$ cat src/rtl/microstep_pkg.sv
// Package: shared constants, decay encoding and the quarter-wave table.
// Assumes a 64-position electrical cycle; the table below matches that size.
package microstep_pkg;

    localparam int IDX_W    = 6;
    localparam int SET_W    = 8;
    localparam int N_POS    = 2 ** IDX_W;
    localparam int QUARTER  = N_POS / 4;
    localparam int HOME_IDX = QUARTER / 2;
    localparam int QTR_W    = IDX_W - 1;   // holds 0..QUARTER
    localparam int MAG_W    = SET_W - 1;
    localparam int N_PHASE  = 2;

    localparam int INC_FULL      = QUARTER;
    localparam int INC_HALF      = QUARTER / 2;
    localparam int INC_EIGHTH    = QUARTER / 8;
    localparam int INC_SIXTEENTH = QUARTER / 16;

    typedef enum logic [1:0] {
        DEC_SLOW  = 2'b00,
        DEC_MIXED = 2'b01,
        DEC_FAST  = 2'b10
    } decay_e;

    // Step increment for a resolution code {MS2, MS1}.
    function automatic logic [IDX_W-1:0] step_increment(input logic [1:0] code);
        case (code)
            2'b00:   return IDX_W'(INC_FULL);
            2'b01:   return IDX_W'(INC_HALF);
            2'b10:   return IDX_W'(INC_EIGHTH);
            default: return IDX_W'(INC_SIXTEENTH);
        endcase
    endfunction

    // Map the digitised external decay setting to a decay request.
    function automatic decay_e map_external(input logic [1:0] code);
        case (code)
            2'b00:   return DEC_SLOW;
            2'b10:   return DEC_FAST;
            default: return DEC_MIXED;
        endcase
    endfunction

    // First-quadrant sine magnitude, 127 = full scale, k in 0..16.
    function automatic logic [MAG_W-1:0] quarter_sine(input logic [QTR_W-1:0] k);
        case (k)
            5'd0:    return 7'd0;
            5'd1:    return 7'd12;
            5'd2:    return 7'd25;
            5'd3:    return 7'd37;
            5'd4:    return 7'd49;
            5'd5:    return 7'd60;
            5'd6:    return 7'd71;
            5'd7:    return 7'd81;
            5'd8:    return 7'd90;
            5'd9:    return 7'd98;
            5'd10:   return 7'd106;
            5'd11:   return 7'd112;
            5'd12:   return 7'd117;
            5'd13:   return 7'd122;
            5'd14:   return 7'd125;
            5'd15:   return 7'd126;
            default: return 7'd127;
        endcase
    endfunction

endpackage

$ cat src/rtl/step_edge_sync.sv
// Synchronises the asynchronous step input and emits a one-cycle pulse
// on each rising edge. Assumes step high and low times span several clocks.
module step_edge_sync #(
    parameter int SYNC_STAGES = 2
) (
    input  logic clk,
    input  logic rst_n,
    input  logic step_async,
    output logic step_pulse
);
    logic [SYNC_STAGES-1:0] chain;
    logic                   last_q;

    // Shift the raw input through the synchroniser flops.
    always_ff @(posedge clk) begin
        if (!rst_n) chain <= '0;
        else        chain <= {chain[SYNC_STAGES-2:0], step_async};
    end

    // Remember the previous synchronised level for edge detection.
    always_ff @(posedge clk) begin
        if (!rst_n) last_q <= 1'b0;
        else        last_q <= chain[SYNC_STAGES-1];
    end

    assign step_pulse = chain[SYNC_STAGES-1] & ~last_q;

endmodule

$ cat src/rtl/position_sequencer.sv
// Holds the electrical index. It samples resolution and direction only
// on an accepted step and returns to home on reset or hold.
// Assumes res_sel and dir_in are stable around the step edge.
module position_sequencer
    import microstep_pkg::*;
(
    input  logic             clk,
    input  logic             rst_n,
    input  logic             hold,
    input  logic             step_pulse,
    input  logic             dir_in,
    input  logic [1:0]       res_sel,
    output logic [IDX_W-1:0] idx,
    output logic [IDX_W-1:0] idx_next,
    output logic             advance
);
    logic [IDX_W-1:0] inc;

    // Work out the candidate next index from the live select inputs.
    always_comb begin
        inc      = step_increment(res_sel);
        idx_next = dir_in ? (idx + inc) : (idx - inc);
    end

    assign advance = step_pulse & ~hold;

    // Update the index: reset and hold go home, an accepted step moves.
    always_ff @(posedge clk) begin
        if (!rst_n)       idx <= IDX_W'(HOME_IDX);
        else if (hold)    idx <= IDX_W'(HOME_IDX);
        else if (advance) idx <= idx_next;
    end

endmodule

$ cat src/rtl/quarter_sine_lut.sv
// Signed setpoint for an index. A quarter-wave table is folded across
// the four quadrants. PHASE_SHIFT = QUARTER gives the cosine.
module quarter_sine_lut
    import microstep_pkg::*;
#(
    parameter int PHASE_SHIFT = 0
) (
    input  logic [IDX_W-1:0]        idx,
    output logic signed [SET_W-1:0] setpoint,
    output logic [MAG_W-1:0]        magnitude
);
    logic [IDX_W-1:0] angle;
    logic [1:0]       quadrant;
    logic [QTR_W-1:0] offset;
    logic [QTR_W-1:0] k;

    // Fold the shifted angle into a first-quadrant table address and a sign.
    always_comb begin
        angle     = idx + IDX_W'(PHASE_SHIFT);
        quadrant  = angle[IDX_W-1:IDX_W-2];
        offset    = {1'b0, angle[IDX_W-3:0]};
        k         = quadrant[0] ? (QTR_W'(QUARTER) - offset) : offset;
        magnitude = quarter_sine(k);
        setpoint  = quadrant[1] ? -$signed({1'b0, magnitude})
                                :  $signed({1'b0, magnitude});
    end

endmodule

$ cat src/rtl/decay_selector.sv
// Per-phase decay request. On a step, a falling magnitude takes the
// external setting and anything else takes slow. It resets to mixed.
module decay_selector
    import microstep_pkg::*;
(
    input  logic             clk,
    input  logic             rst_n,
    input  logic             hold,
    input  logic             advance,
    input  logic [MAG_W-1:0] mag_now,
    input  logic [MAG_W-1:0] mag_next,
    input  logic [1:0]       ext_sel,
    output decay_e           mode
);
    decay_e mode_on_step;

    // Choose the request that a step would apply.
    always_comb begin
        if (mag_next < mag_now) mode_on_step = map_external(ext_sel);
        else                    mode_on_step = DEC_SLOW;
    end

    // Register the request; reset and hold restore mixed.
    always_ff @(posedge clk) begin
        if (!rst_n)       mode <= DEC_MIXED;
        else if (hold)    mode <= DEC_MIXED;
        else if (advance) mode <= mode_on_step;
    end

endmodule

$ cat src/rtl/microstep_translator.sv
// Top: step synchroniser, position sequencer, and for each phase the
// table lookups and a decay selector. sleep_n and vdd_low are assumed
// synchronous to clk.
module microstep_translator
    import microstep_pkg::*;
(
    input  logic                    clk,
    input  logic                    rst_n,
    input  logic                    sleep_n,
    input  logic                    vdd_low,
    input  logic                    step_in,
    input  logic                    dir_in,
    input  logic [1:0]              res_sel,
    input  logic [1:0]              decay_sel,
    output logic signed [SET_W-1:0] ph1_set,
    output logic signed [SET_W-1:0] ph2_set,
    output logic [1:0]              ph1_decay,
    output logic [1:0]              ph2_decay,
    output logic                    at_home
);
    logic             step_pulse;
    logic             hold;
    logic             advance;
    logic [IDX_W-1:0] idx;
    logic [IDX_W-1:0] idx_next;

    logic signed [SET_W-1:0] set_now  [N_PHASE];
    logic signed [SET_W-1:0] set_nxt  [N_PHASE];
    logic [MAG_W-1:0]        mag_now  [N_PHASE];
    logic [MAG_W-1:0]        mag_nxt  [N_PHASE];
    decay_e                  mode     [N_PHASE];

    assign hold = ~sleep_n | vdd_low;

    step_edge_sync #(.SYNC_STAGES(2)) u_sync (
        .clk        (clk),
        .rst_n      (rst_n),
        .step_async (step_in),
        .step_pulse (step_pulse)
    );

    position_sequencer u_seq (
        .clk        (clk),
        .rst_n      (rst_n),
        .hold       (hold),
        .step_pulse (step_pulse),
        .dir_in     (dir_in),
        .res_sel    (res_sel),
        .idx        (idx),
        .idx_next   (idx_next),
        .advance    (advance)
    );

    // Phase 0 is the cosine winding, phase 1 the sine winding.
    for (genvar g = 0; g < N_PHASE; g++) begin : g_phase
        localparam int SHIFT = (g == 0) ? QUARTER : 0;

        quarter_sine_lut #(.PHASE_SHIFT(SHIFT)) u_lut_now (
            .idx       (idx),
            .setpoint  (set_now[g]),
            .magnitude (mag_now[g])
        );

        quarter_sine_lut #(.PHASE_SHIFT(SHIFT)) u_lut_nxt (
            .idx       (idx_next),
            .setpoint  (set_nxt[g]),
            .magnitude (mag_nxt[g])
        );

        decay_selector u_decay (
            .clk      (clk),
            .rst_n    (rst_n),
            .hold     (hold),
            .advance  (advance),
            .mag_now  (mag_now[g]),
            .mag_next (mag_nxt[g]),
            .ext_sel  (decay_sel),
            .mode     (mode[g])
        );
    end

    assign ph1_set   = set_now[0];
    assign ph2_set   = set_now[1];
    assign ph1_decay = mode[0];
    assign ph2_decay = mode[1];
    assign at_home   = (idx == IDX_W'(HOME_IDX));

endmodule

$ cat config.mk
export PLATFORM = sky130hd
export DESIGN_NAME = microstep_translator
export DESIGN_NICKNAME = d
export VERILOG_FILES = /design/src/rtl/microstep_pkg.sv /design/src/rtl/step_edge_sync.sv /design/src/rtl/position_sequencer.sv /design/src/rtl/quarter_sine_lut.sv /design/src/rtl/decay_selector.sv /design/src/rtl/microstep_translator.sv
export SDC_FILE = /design/constraint.sdc
export NUM_CORES = 1
export LEC_CHECK = 0
export ABC_AREA = 0
export BUFFER_PORTS_ARGS = -buffer_cell sky130_fd_sc_hd__buf_2
export CAP_MARGIN = 25
export CORE_MARGIN = 2
export CORE_UTILIZATION = 40
export DETAILED_ROUTE_END_ITERATION = 8
export HOLD_SLACK_MARGIN = 0.1
export RECOVER_POWER = 50
export SLEW_MARGIN = 20
export SYNTH_ARGS = -nofsm -noshare
export SYNTH_HDL_FRONTEND = slang
export SYNTH_SLANG_ARGS = --single-unit
$ cat constraint.sdc
create_clock -name clk -period 12.36 [get_ports clk]
set_clock_uncertainty 0.05 [all_clocks]
set_input_delay 2.472 -clock clk [delete_from_list [all_inputs] [get_ports clk]]
set_output_delay 2.472 -clock clk [all_outputs]
set_load 0.05 [all_outputs]
==> impl_metrics.tcl <==
set metrics [dict create \
    synth_ff_type "dfxtp_1" \
    cp-end-kind "flip-flop" \
    place_area_sq_um 3010 \
    place_ws_ps 5170 \
    synth_mux_area_frac 0.0650 \
    drc 0 \
    synthCells 367 \
    core_sq_um 6830 \
    std_cell_rows 30 \
    syn_to_final_growth_pct 6.90 \
    num_antenna_cells 0 \
    grt_max_degree 21 \
    fin_nets 440 \
    powerDensity_nw_per_um2 58.5 \
    required_ps 12470 \
    synth_top_family_by_area "compound AO/OA/AOI/OAI gates" \
    ys_types 67 \
    vias 2658 \
    synth_compound_area_frac 0.269 \
    synth-simple-area-share 0.220 \
    fin_crit_sh 0.590 \
    fin_setup_tns_ps 0 \
    power_leakage_nw 1.29 \
    finalCriticalPeriod_ps 7290 \
    synth_fa_ha_area_frac 0.193 \
    hold_ws_ps 383 \
    start_util 0.414 \
    drtAntennaViolNets 0 \
    cts_sinks 13 \
    fmax_mhz 137 \
    htreeDepth 1 \
    grt_antenna_before_repair 0 \
    synthesis.nets 420 \
    dieArea_sq_um 7760 \
    grt_setup_unrepaired "false" \
    hpwlAfterDp_um 5400 \
    worst_pin_slew_ps 999 \
    place_congestion 0.875 \
    layout.cells.non_filler 482 \
    synth-edff-count 0 \
    cts_tree "yes" \
    port_buffers 30 \
    crit_type "in -> reg" \
    outcome "completed" \
    final_common_cell "ha_1" \
    synth_seq_cells 13 \
    cts_setup_buffers 0 \
    layout_setup_ws_ps 5070 \
    final-setup-viol-count 0 \
    postSynthAreaPerCell_sq_um 7.70 \
    slew_violations 0 \
    fp.dieW_um 88.1 \
    num_io_pins 31 \
    cts_root_buf "clkbuf_8" \
    grt_overflow_total 0 \
    ys_async_sr_fraction 0 \
    grt_pass1_wl_um 11500 \
    vias_per_cell 5.51 \
    final_hold_viol_count 0 \
    grt_pass1_vias 2522 \
    crit_arrival_ps 7400 \
    drt_iter0_markers 78 \
    layout_common_cells "ha_1, nor2_1, buf_2" \
    syn_area_sq_um 2830 \
    maxCapViolations 0 \
    start_kind "input port" \
    cts_resized 0 \
    yosysWarnings 0 \
    wirelength_um 6930 \
    peakVddDrop_v 0.0000481 \
    insertion_delay_ps 240 \
    cts_buffers 3 \
    drive_above_1_share 0.111 \
    placed_cells 478 \
    wl_per_cell_um 14.4 \
    synth_xor_area_frac 0.0960 \
    fin_area_sq_um 3020 \
    first_pass_iters 4 \
    clkTransAtPathRegs_ps 50 \
    die_h_um 88.1 \
    cts_buffer_depth 2 \
    path_max_fanout 15 \
    grt_usage 0.179 \
    hold_buffers 0 \
    hold_class "reg -> reg" \
    ys_seq_area_frac 0.0920 \
    max_slew_margin 0.329 \
]
[final timing paths]
check                                                start                                       to  slack (ps)  cells after the start
worst max-delay path                            res_sel[1]  g_phase[1].u_decay.mode[1]$_SDFFE_PP0P_        5070                     18
worst min-delay path            u_sync.chain[0]$_SDFF_PN0_               u_sync.chain[1]$_SDFF_PN0_         380                      1
worst max register to register   u_seq.idx[0]$_SDFFE_PP0P_  g_phase[1].u_decay.mode[1]$_SDFFE_PP0P_        7020                     17
worst min register to register  u_sync.chain[0]$_SDFF_PN0_               u_sync.chain[1]$_SDFF_PN0_         380                      1
[state kept, by name (all words and copies together) (netlist names)]
name                  cells
g_phase.u_decay.mode      4
u_seq.idx                 6
u_sync.last_q             1
u_sync.chain              2
[synth_stat cells (3+ instances only)]
cell,n,area share
xor2_1,8,0.025
and3_1,5,0.011
o21a_1,4,0.011
xnor2_1,13,0.040
nand2_1,20,0.027
nor4_1,4,0.0088
nor3b_1,5,0.013
a211oi_1,6,0.016
nor2_1,33,0.044
inv_1,21,0.028
buf_2,7,0.012
xnor2_2,3,0.017
and2_1,9,0.020
a21boi_0,3,0.0080
a21oi_1,22,0.039
nand3_1,11,0.019
clkbuf_1,4,0.0053
o21ai_0,19,0.034
nor3_1,8,0.014
o21ai_1,3,0.0053
buf_4,3,0.0080
a21o_1,8,0.021
o22ai_1,4,0.0088
mux2i_1,15,0.053
nand2b_1,4,0.0088
ha_1,42,0.19
a31oi_1,5,0.011
dfxtp_1,13,0.092
mux2_2,3,0.012
nor2b_1,4,0.0088
o31ai_1,7,0.019
[stage by stage]
stage	util	power [W]
finish	0.442	0.000177
global route	0.442	0.000193
CTS	0.448	0.000178
detailed placement	0.441	0.000140
global placement	0.441	0.000138
floorplan	-	0.000120
[critical path, stage by stage]
cell and delay (ps):
clkbuf_1 120, and2_0 160, ha_1 220, fa_1 500
xnor2_1 830, nand3_1 310, nand2_1 160, xor2_1 720
nor3b_1 270, o31ai_1 100, ha_1 320, a21o_1 180
a21o_1 170, a21oi_1 170, nand2_1 90, a311oi_1 250
a31oi_1 160, o21ai_0 200
[where the power goes]
part | internal (W) | switching (W) | total, W
combinational | 0.0000387 | 0.0000574 | 0.0000961
clock | 0.0000222 | 0.0000156 | 0.0000378
sequential | 0.0000424 | 0.000000358 | 0.0000428
[per-layer routing]
| layer | wire (um) | global-route usage |
|---|---|---|
| met5 | 0 | 0 |
| met4 | 0 | 0.0138 |
| met3 | 219 | 0.0160 |
| met2 | 3230 | 0.316 |
| met1 | 3480 | 0.248 |
[cell type report]
cell class | instances | area (sq um)
inverters | 22 | 82.6
fillers | 744 | 3810
flip-flops and latches | 13 | 260
clock buffers | 3 | 41.3
multi-input cells | 315 | 2360
well taps | 96 | 120
repair buffers | 32 | 156
clock inverters | 1 | 5.00
[kinds of logic (layout without fill, tap and decap cells)]
kind of cell / after synthesis / in the layout
AOI/OAI and AO/OA: 108 / 108
xor gates and xnor gates: 26 / 26
DFF: 13 / 13
muxes: 18 / 18
adders and majority gates: 43 / 43
buffers and inverters: 39 / 58
and+or+nand+nor: 120 / 120
(Power assumes the default switching activity.)
